File: src/rtl/cwc_pkg.sv
package cwc_pkg;

  typedef enum logic {
    WS_IDLE    = 1'b0,
    WS_CAPTURE = 1'b1
  } win_st_t;

  typedef enum logic [1:0] {
    DR_ARMED = 2'd0,
    DR_BURST = 2'd1,
    DR_WAIT  = 2'd2
  } drain_st_t;

  // True when a zero-based count sits on the final slot of a run of len
  function automatic logic at_final(input int unsigned cnt, input int unsigned len);
    return cnt == len - 1;
  endfunction

  // Next value of a zero-based count that wraps after len slots
  function automatic int unsigned step_count(input int unsigned cnt, input int unsigned len);
    return (cnt == len - 1) ? 0 : cnt + 1;
  endfunction

endpackage

File: src/rtl/cwc_edge.sv
module cwc_edge (
  input  logic clk,
  input  logic rst_n,
  input  logic lvl_i,
  output logic rise_o
);

  logic prev_q;

  always_ff @(posedge clk or negedge rst_n) begin
    if (!rst_n) prev_q <= 1'b0;
    else        prev_q <= lvl_i;
  end

  assign rise_o = lvl_i & ~prev_q;

endmodule

File: src/rtl/cwc_window.sv
module cwc_window
  import cwc_pkg::*;
#(
  parameter int unsigned WIN_TICKS = 22000
) (
  input  logic clk,
  input  logic rst_n,
  input  logic rise_i,
  input  logic tick_i,
  output logic open_o
);

  localparam int unsigned CW = (WIN_TICKS > 2) ? $clog2(WIN_TICKS) : 1;

  win_st_t       st_q;
  logic [CW-1:0] cnt_q;
  logic          last_tick;
  logic          start_win;

  assign last_tick = tick_i & at_final(32'(cnt_q), WIN_TICKS);
  assign start_win = (st_q == WS_IDLE) & rise_i;

  always_ff @(posedge clk or negedge rst_n) begin
    if (!rst_n) begin
      st_q  <= WS_IDLE;
      cnt_q <= '0;
    end else begin
      case (st_q)
        WS_IDLE: begin
          if (start_win) begin
            st_q  <= WS_CAPTURE;
            cnt_q <= '0;
          end
        end
        WS_CAPTURE: begin
          if (tick_i) begin
            cnt_q <= CW'(step_count(32'(cnt_q), WIN_TICKS));
            if (last_tick) st_q <= WS_IDLE;
          end
        end
        default: st_q <= WS_IDLE;
      endcase
    end
  end

  assign open_o = (st_q == WS_CAPTURE);

  // a sync edge while closed opens the window
  a_r3_open_on_sync: assert property (@(posedge clk) disable iff (!rst_n)
    (st_q == WS_IDLE && rise_i) |=> open_o);

  // sync edges while open never disturb the running window
  a_r4_sync_ignored: assert property (@(posedge clk) disable iff (!rst_n)
    (st_q == WS_CAPTURE && !last_tick) |=> (open_o && $stable(cnt_q) || $past(tick_i)));

  // the final tick closes the window
  a_r5_close_on_count: assert property (@(posedge clk) disable iff (!rst_n)
    (st_q == WS_CAPTURE && tick_i && cnt_q == CW'(WIN_TICKS - 1)) |=> !open_o);

  // the count never passes the window length
  a_r5_count_bound: assert property (@(posedge clk) disable iff (!rst_n)
    32'(cnt_q) < WIN_TICKS);

endmodule

File: src/rtl/cwc_drain.sv
module cwc_drain
  import cwc_pkg::*;
#(
  parameter int unsigned BURST_LEN = 1024
) (
  input  logic clk,
  input  logic rst_n,
  input  logic ae_flag_i,
  input  logic cons_done_i,
  output logic burst_req_o,
  output logic rd_en_o,
  output logic blk_rdy_o
);

  localparam int unsigned BW = (BURST_LEN > 2) ? $clog2(BURST_LEN) : 1;

  drain_st_t     st_q;
  logic [BW-1:0] cnt_q;
  logic          rdy_q;
  logic          last_rd;
  logic          chain_go;

  assign last_rd  = (st_q == DR_BURST) & at_final(32'(cnt_q), BURST_LEN);
  assign chain_go = (st_q == DR_WAIT) & cons_done_i & ae_flag_i;

  always_ff @(posedge clk or negedge rst_n) begin
    if (!rst_n) begin
      st_q  <= DR_ARMED;
      cnt_q <= '0;
      rdy_q <= 1'b0;
    end else begin
      rdy_q <= last_rd;
      case (st_q)
        DR_ARMED: begin
          if (ae_flag_i) begin
            st_q  <= DR_BURST;
            cnt_q <= '0;
          end
        end
        DR_BURST: begin
          cnt_q <= BW'(step_count(32'(cnt_q), BURST_LEN));
          if (last_rd) st_q <= DR_WAIT;
        end
        DR_WAIT: begin
          if (chain_go) begin
            st_q  <= DR_BURST;
            cnt_q <= '0;
          end else if (cons_done_i) begin
            st_q <= DR_ARMED;
          end
        end
        default: st_q <= DR_ARMED;
      endcase
    end
  end

  assign rd_en_o     = (st_q == DR_BURST);
  assign burst_req_o = rd_en_o & (cnt_q == '0);
  assign blk_rdy_o   = rdy_q;

  // a high flag while armed starts a burst
  a_r6_start_burst: assert property (@(posedge clk) disable iff (!rst_n)
    (st_q == DR_ARMED && ae_flag_i) |=> burst_req_o);

  // reads continue until the final word of the block
  a_r7_reads_contiguous: assert property (@(posedge clk) disable iff (!rst_n)
    (rd_en_o && !last_rd) |=> rd_en_o);

  // block-ready follows the last read
  a_r8_ready_after_last: assert property (@(posedge clk) disable iff (!rst_n)
    last_rd |=> (blk_rdy_o && !rd_en_o));

  // block-ready is a single-cycle pulse
  a_r8_ready_pulse: assert property (@(posedge clk) disable iff (!rst_n)
    blk_rdy_o |=> !blk_rdy_o);

  // no reads while waiting for the consumer
  a_r9_hold_for_ack: assert property (@(posedge clk) disable iff (!rst_n)
    (st_q == DR_WAIT && !cons_done_i) |=> !rd_en_o);

  // acknowledge with flag high chains straight into a burst
  a_r10_chain: assert property (@(posedge clk) disable iff (!rst_n)
    chain_go |=> burst_req_o);

endmodule

File: src/rtl/capture_window_ctrl.sv
module capture_window_ctrl #(
  parameter int unsigned WIN_TICKS = 22000,
  parameter int unsigned BURST_LEN = 1024
) (
  input  logic clk,
  input  logic rst_n,
  input  logic sync_i,
  input  logic tick_i,
  input  logic ae_flag_i,
  input  logic cons_done_i,
  output logic wr_en_n_o,
  output logic window_o,
  output logic burst_req_o,
  output logic rd_en_o,
  output logic blk_rdy_o
);

  logic sync_rise;
  logic win_open;

  cwc_edge u_sync_edge (
    .clk    (clk),
    .rst_n  (rst_n),
    .lvl_i  (sync_i),
    .rise_o (sync_rise)
  );

  cwc_window #(
    .WIN_TICKS (WIN_TICKS)
  ) u_window (
    .clk    (clk),
    .rst_n  (rst_n),
    .rise_i (sync_rise),
    .tick_i (tick_i),
    .open_o (win_open)
  );

  cwc_drain #(
    .BURST_LEN (BURST_LEN)
  ) u_drain (
    .clk         (clk),
    .rst_n       (rst_n),
    .ae_flag_i   (ae_flag_i),
    .cons_done_i (cons_done_i),
    .burst_req_o (burst_req_o),
    .rd_en_o     (rd_en_o),
    .blk_rdy_o   (blk_rdy_o)
  );

  assign wr_en_n_o = ~win_open;
  assign window_o  = win_open;

  // outputs idle while reset is held
  a_r1_reset_idle: assert property (@(posedge clk)
    !rst_n |-> (wr_en_n_o && !rd_en_o && !blk_rdy_o));

  // a sync edge never opens writes without the window
  a_r2_wen_window: assert property (@(posedge clk) disable iff (!rst_n)
    $fell(wr_en_n_o) |-> $past(sync_i) || sync_i);

endmodule

File: config.mk
export PLATFORM = sky130hd
export DESIGN_NAME = capture_window_ctrl
export DESIGN_NICKNAME = d
export VERILOG_FILES = /design/src/rtl/cwc_pkg.sv /design/src/rtl/cwc_edge.sv /design/src/rtl/cwc_window.sv /design/src/rtl/cwc_drain.sv /design/src/rtl/capture_window_ctrl.sv
export SDC_FILE = /design/constraint.sdc
export NUM_CORES = 1
export LEC_CHECK = 0
export BUFFER_PORTS_ARGS = -buffer_cell sky130_fd_sc_hd__buf_2
export CAP_MARGIN = 20
export CORE_AREA = 4 4 58 60
export CTS_CLUSTER_DIAMETER = 100
export CTS_CLUSTER_SIZE = 30
export DETAILED_ROUTE_END_ITERATION = 16
export DIE_AREA = 0 0 62 64
export PLACE_DENSITY_LB_ADDON = 0.08
export SYNTH_ARGS = -nofsm -noshare
export SYNTH_HDL_FRONTEND = slang
export SYNTH_SLANG_ARGS = --single-unit
File: constraint.sdc
create_clock -name clk -period 2.16 [get_ports clk]
set_clock_uncertainty 0.1 [all_clocks]
set_input_delay 0.216 -clock clk [delete_from_list [all_inputs] [get_ports clk]]
set_output_delay 0.216 -clock clk [all_outputs]
set_load 0.005 [all_outputs]
==> impl_metrics.csv <==
group,metric,value,unit
critical_path,cpPeakStageDelay,470,ps
critical_path,crit_buf_inv,0,
floorplanning,die_y,64,um
finish,final_util,61.4,%
sta,slew_viol_final,0,
finish,areaGrowthSynthToFinish,11.8,%
clocking,holdBufCountCts,2,
grt,first_global_vias,1287,
sta,rsz0062_at_grt,"no",
sta,period_share,90.5,%
power,seq_power_share,49.9,%
run,cap_violations,0,
clocking,worst_skew_pair.late_latency,330,ps
detailed_routing,vias,1308,
power,p_int,1.00,mW
clocking,cts_setup_buffers,0,
clocking,cts_tree,"yes",
critical_path,critPathTopFamily,"simple AND/OR/NAND/NOR gates",
detailed_routing,wl_per_cell,14.6,um
power,p_switching,0.435,mW
floorplanning,rows,20,
finish,fin_area,1800,sq um
critical_path,worstPathRequired,2290,ps
detailed_routing,wl_met1,1.31,mm
clocking,cts_resized,0,
critical_path,cp-end-kind,"flip-flop",
detailed_routing,drc,0,
run_status,run_status,"complete, no violations",
min_path,hold_path.class,"input port to flip-flop",
grt,grt_pass1_wl,5.61,mm
detailed_routing,drt_wl_total,3.22,mm
sta,setup_tns,0,ps
sta,final.min_clock_period,1960,ps
floorplanning,die_w,62,um
clocking,clkTransAtPathRegs,100,ps
place,gp_congestion,0.854,
floorplanning,start_util,54.9,%
critical_path,critical_path_class,"flip-flop to flip-flop",
detailed_routing,ant_nets,0,
critical_path,crit_fanout,8,
sta,max_freq,511,MHz
synth,synthFlopType,"dfrtp_1",
sta,slew-limit-headroom,57.2,%
synth,async_reset_ff_share,100,%
place,numPortBuffers,10,
synth,synthTopCellsByArea,"dfrtp_1, nor2_1, nand2_1, and3_1, a21oi_1",
clocking,clock-sinks,30,
synth,synth_area,1610,sq um
critical_path,cp_cell_sequence,"nand4_2 > nor4_4 > or2_1 > o21ai_1 > a21o_1",
synth,synth_edf_count,0,
power,combPwrFrac,19.9,%
critical_path,crit_path_start_kind,"flip-flop",
critical_path,cp.arrival,2080,ps
synth,syn_area_per_cell,9.63,sq um
synth,synth_seq_cells,30,
grt,grt_max_degree,31,
power,p_leak,0.846,nW
synth,ys_seq_area_share,46.7,%
clocking,cts_max_path_buffers,2,
grt,antenna_found_initial,0,
floorplanning,die_area,3970,sq um
finish,layout.cells.non_filler,221,
synth,synth.top_cell.area_share,46.7,%
clocking,cts_buffers,5,
detailed_routing,dr.pass1.iters,4,
finish,fin_nets,196,
synth,post_synth_num_cell_types,44,
power,power_frac_clock,30.3,%
synth,ys_warn_count,0,
power,ir_worst_vdd,603,uV
finish,drive_gt1_share,16.5,%
place,place_area,1700,sq um
detailed_routing,routed_via_density,5.92,
critical_path,crit_slowest_cell,"dfrtp_1",
sta,setup_viol,0,
place,dp_cells,211,
detailed_routing,wl_met3,156,um
clocking,cts_root_buf,"clkbuf_4",
grt,grt_use_total,19.0,%
place,dpl.hpwl,2.34,mm
detailed_routing,drt_iter0_markers,67,
finish,antenna_cells,0,
sta,tightest_slew,642,ps
clocking,cts.htree.levels,2,
floorplanning,core-area,2930,sq um
floorplanning,ioPinCount,11,
detailed_routing,met2_length,1.71,mm
synth,yosys.area.top_type,"dfrtp_1",
power,p_per_area,799,nW/um^2
synth,synth_nets,176,
detailed_routing,top_layer_used,"met4",
power,switching_share,30.3,%
sta,finalHoldViolCount,0,
grt,grt.overflow.total,0,
synth,synth_cells,167,
per-stage QoR:
stage / hold WS (ps) / setup WS [ps] / power (mW)
6_report: 121 / 205 / 1.44
5_1_grt: 92.4 / 65.8 / 1.55
4_1_cts: 112 / 216 / 1.46
3_5_place_dp: 188 / 213 / 1.02
3_3_place_gp: 174 / 269 / 0.997
2_1_floorplan: -180 / 404 / 0.916
worst min-delay path: cells and delay by family:
kind	cells	cell delay, ps
AOI/OAI and AO/OA	1	170
and+or+nand+nor	1	40
buffers and inverters	1	100
synthesized netlist by cell type (all sizes together), types with 4 or more instances:
master  count
nand3       7
nor4        5
xor2        5
and4        4
o21ai      12
dfrtp      30
and3        8
nand2      15
a21oi       9
inv         7
nand4       4
nor2       17
final cells by class:
class / instances / area, sq um
multi-input combinational: 127 / 801
clock buffer: 5 / 37.5
tap: 33 / 41.3
inverter: 7 / 26.3
sequential: 30 / 751
clock inverter: 3 / 40.0
timing repair buffer: 16 / 100
fill: 252 / 1130
logic make-up after synthesis:
kind of cell / after synthesis / share of synthesized area, %
fa+ha+maj: 3 / 2.33
compound gates: 36 / 13.9
flops: 30 / 46.7
buf+inv: 10 / 3.50
xor+xnor: 8 / 4.36
mux: 1 / 0.623
simple gates: 79 / 28.6
power by group through the flow:
stage / sequential, mW / clock, mW / combinational (mW)
2_1_floorplan: 0.706 / 0 / 0.211
3_3_place_gp: 0.724 / 0 / 0.274
3_5_place_dp: 0.728 / 0 / 0.288
4_1_cts: 0.716 / 0.449 / 0.292
5_1_grt: 0.732 / 0.486 / 0.331
6_report: 0.716 / 0.435 / 0.285
layout by cell type, fill, tap and decap left out, types with 4 or more instances in the layout:
| master | n |
|---|---|
| dfrtp_1 | 30 |
| nor2_1 | 16 |
| nand2_1 | 15 |
| buf_2 | 10 |
| a21oi_1 | 9 |
| and3_1 | 8 |
| o21ai_0 | 8 |
| inv_1 | 7 |
| nand3_1 | 7 |
| xor2_1 | 5 |
| clkbuf_4 | 5 |
| nor4_1 | 4 |
| o21ai_1 | 4 |
| buf_4 | 4 |
worst paths after layout:
kind | from | end | slack, ps | depth (start not counted)
max in group asynchronous | rst_n | u_window.cnt_q[13]$_DFFE_PN0P_ | 1210 | 2
setup / recovery | u_window.cnt_q[6]$_DFFE_PN0P_ | u_window.cnt_q[14]$_DFFE_PN0P_ | 200 | 5
min in group asynchronous | rst_n | u_drain.blk_rdy_o$_DFF_PN0_ | 330 | 2
setup reg to reg | u_window.cnt_q[6]$_DFFE_PN0P_ | u_window.cnt_q[14]$_DFFE_PN0P_ | 200 | 5
hold reg to reg | u_drain.cnt_q[0]$_DFFE_PN0P_ | u_drain.cnt_q[0]$_DFFE_PN0P_ | 400 | 1
hold / removal | cons_done_i | u_drain.st_q[1]$_DFFE_PN0P_ | 120 | 3
sequential cells by signal, indices dropped and copies added (netlist names):
register            cells
u_drain.blk_rdy_o       1
u_drain.cnt_q          10
u_drain.st_q            2
u_sync_edge.prev_q      1
u_window.cnt_q         15
u_window.open_o         1
per-layer routing:
| metal | up-vias | global-route usage, % |
|---|---|---|
| met3 | 6 | 6.26 |
| li1 | 643 | - |
| met2 | 36 | 32.3 |
| met4 | 0 | 6.90 |
| met5 | - | 0 |
| met1 | 623 | 21.5 |
No activity file was read; power rests on OpenSTA's default activity.
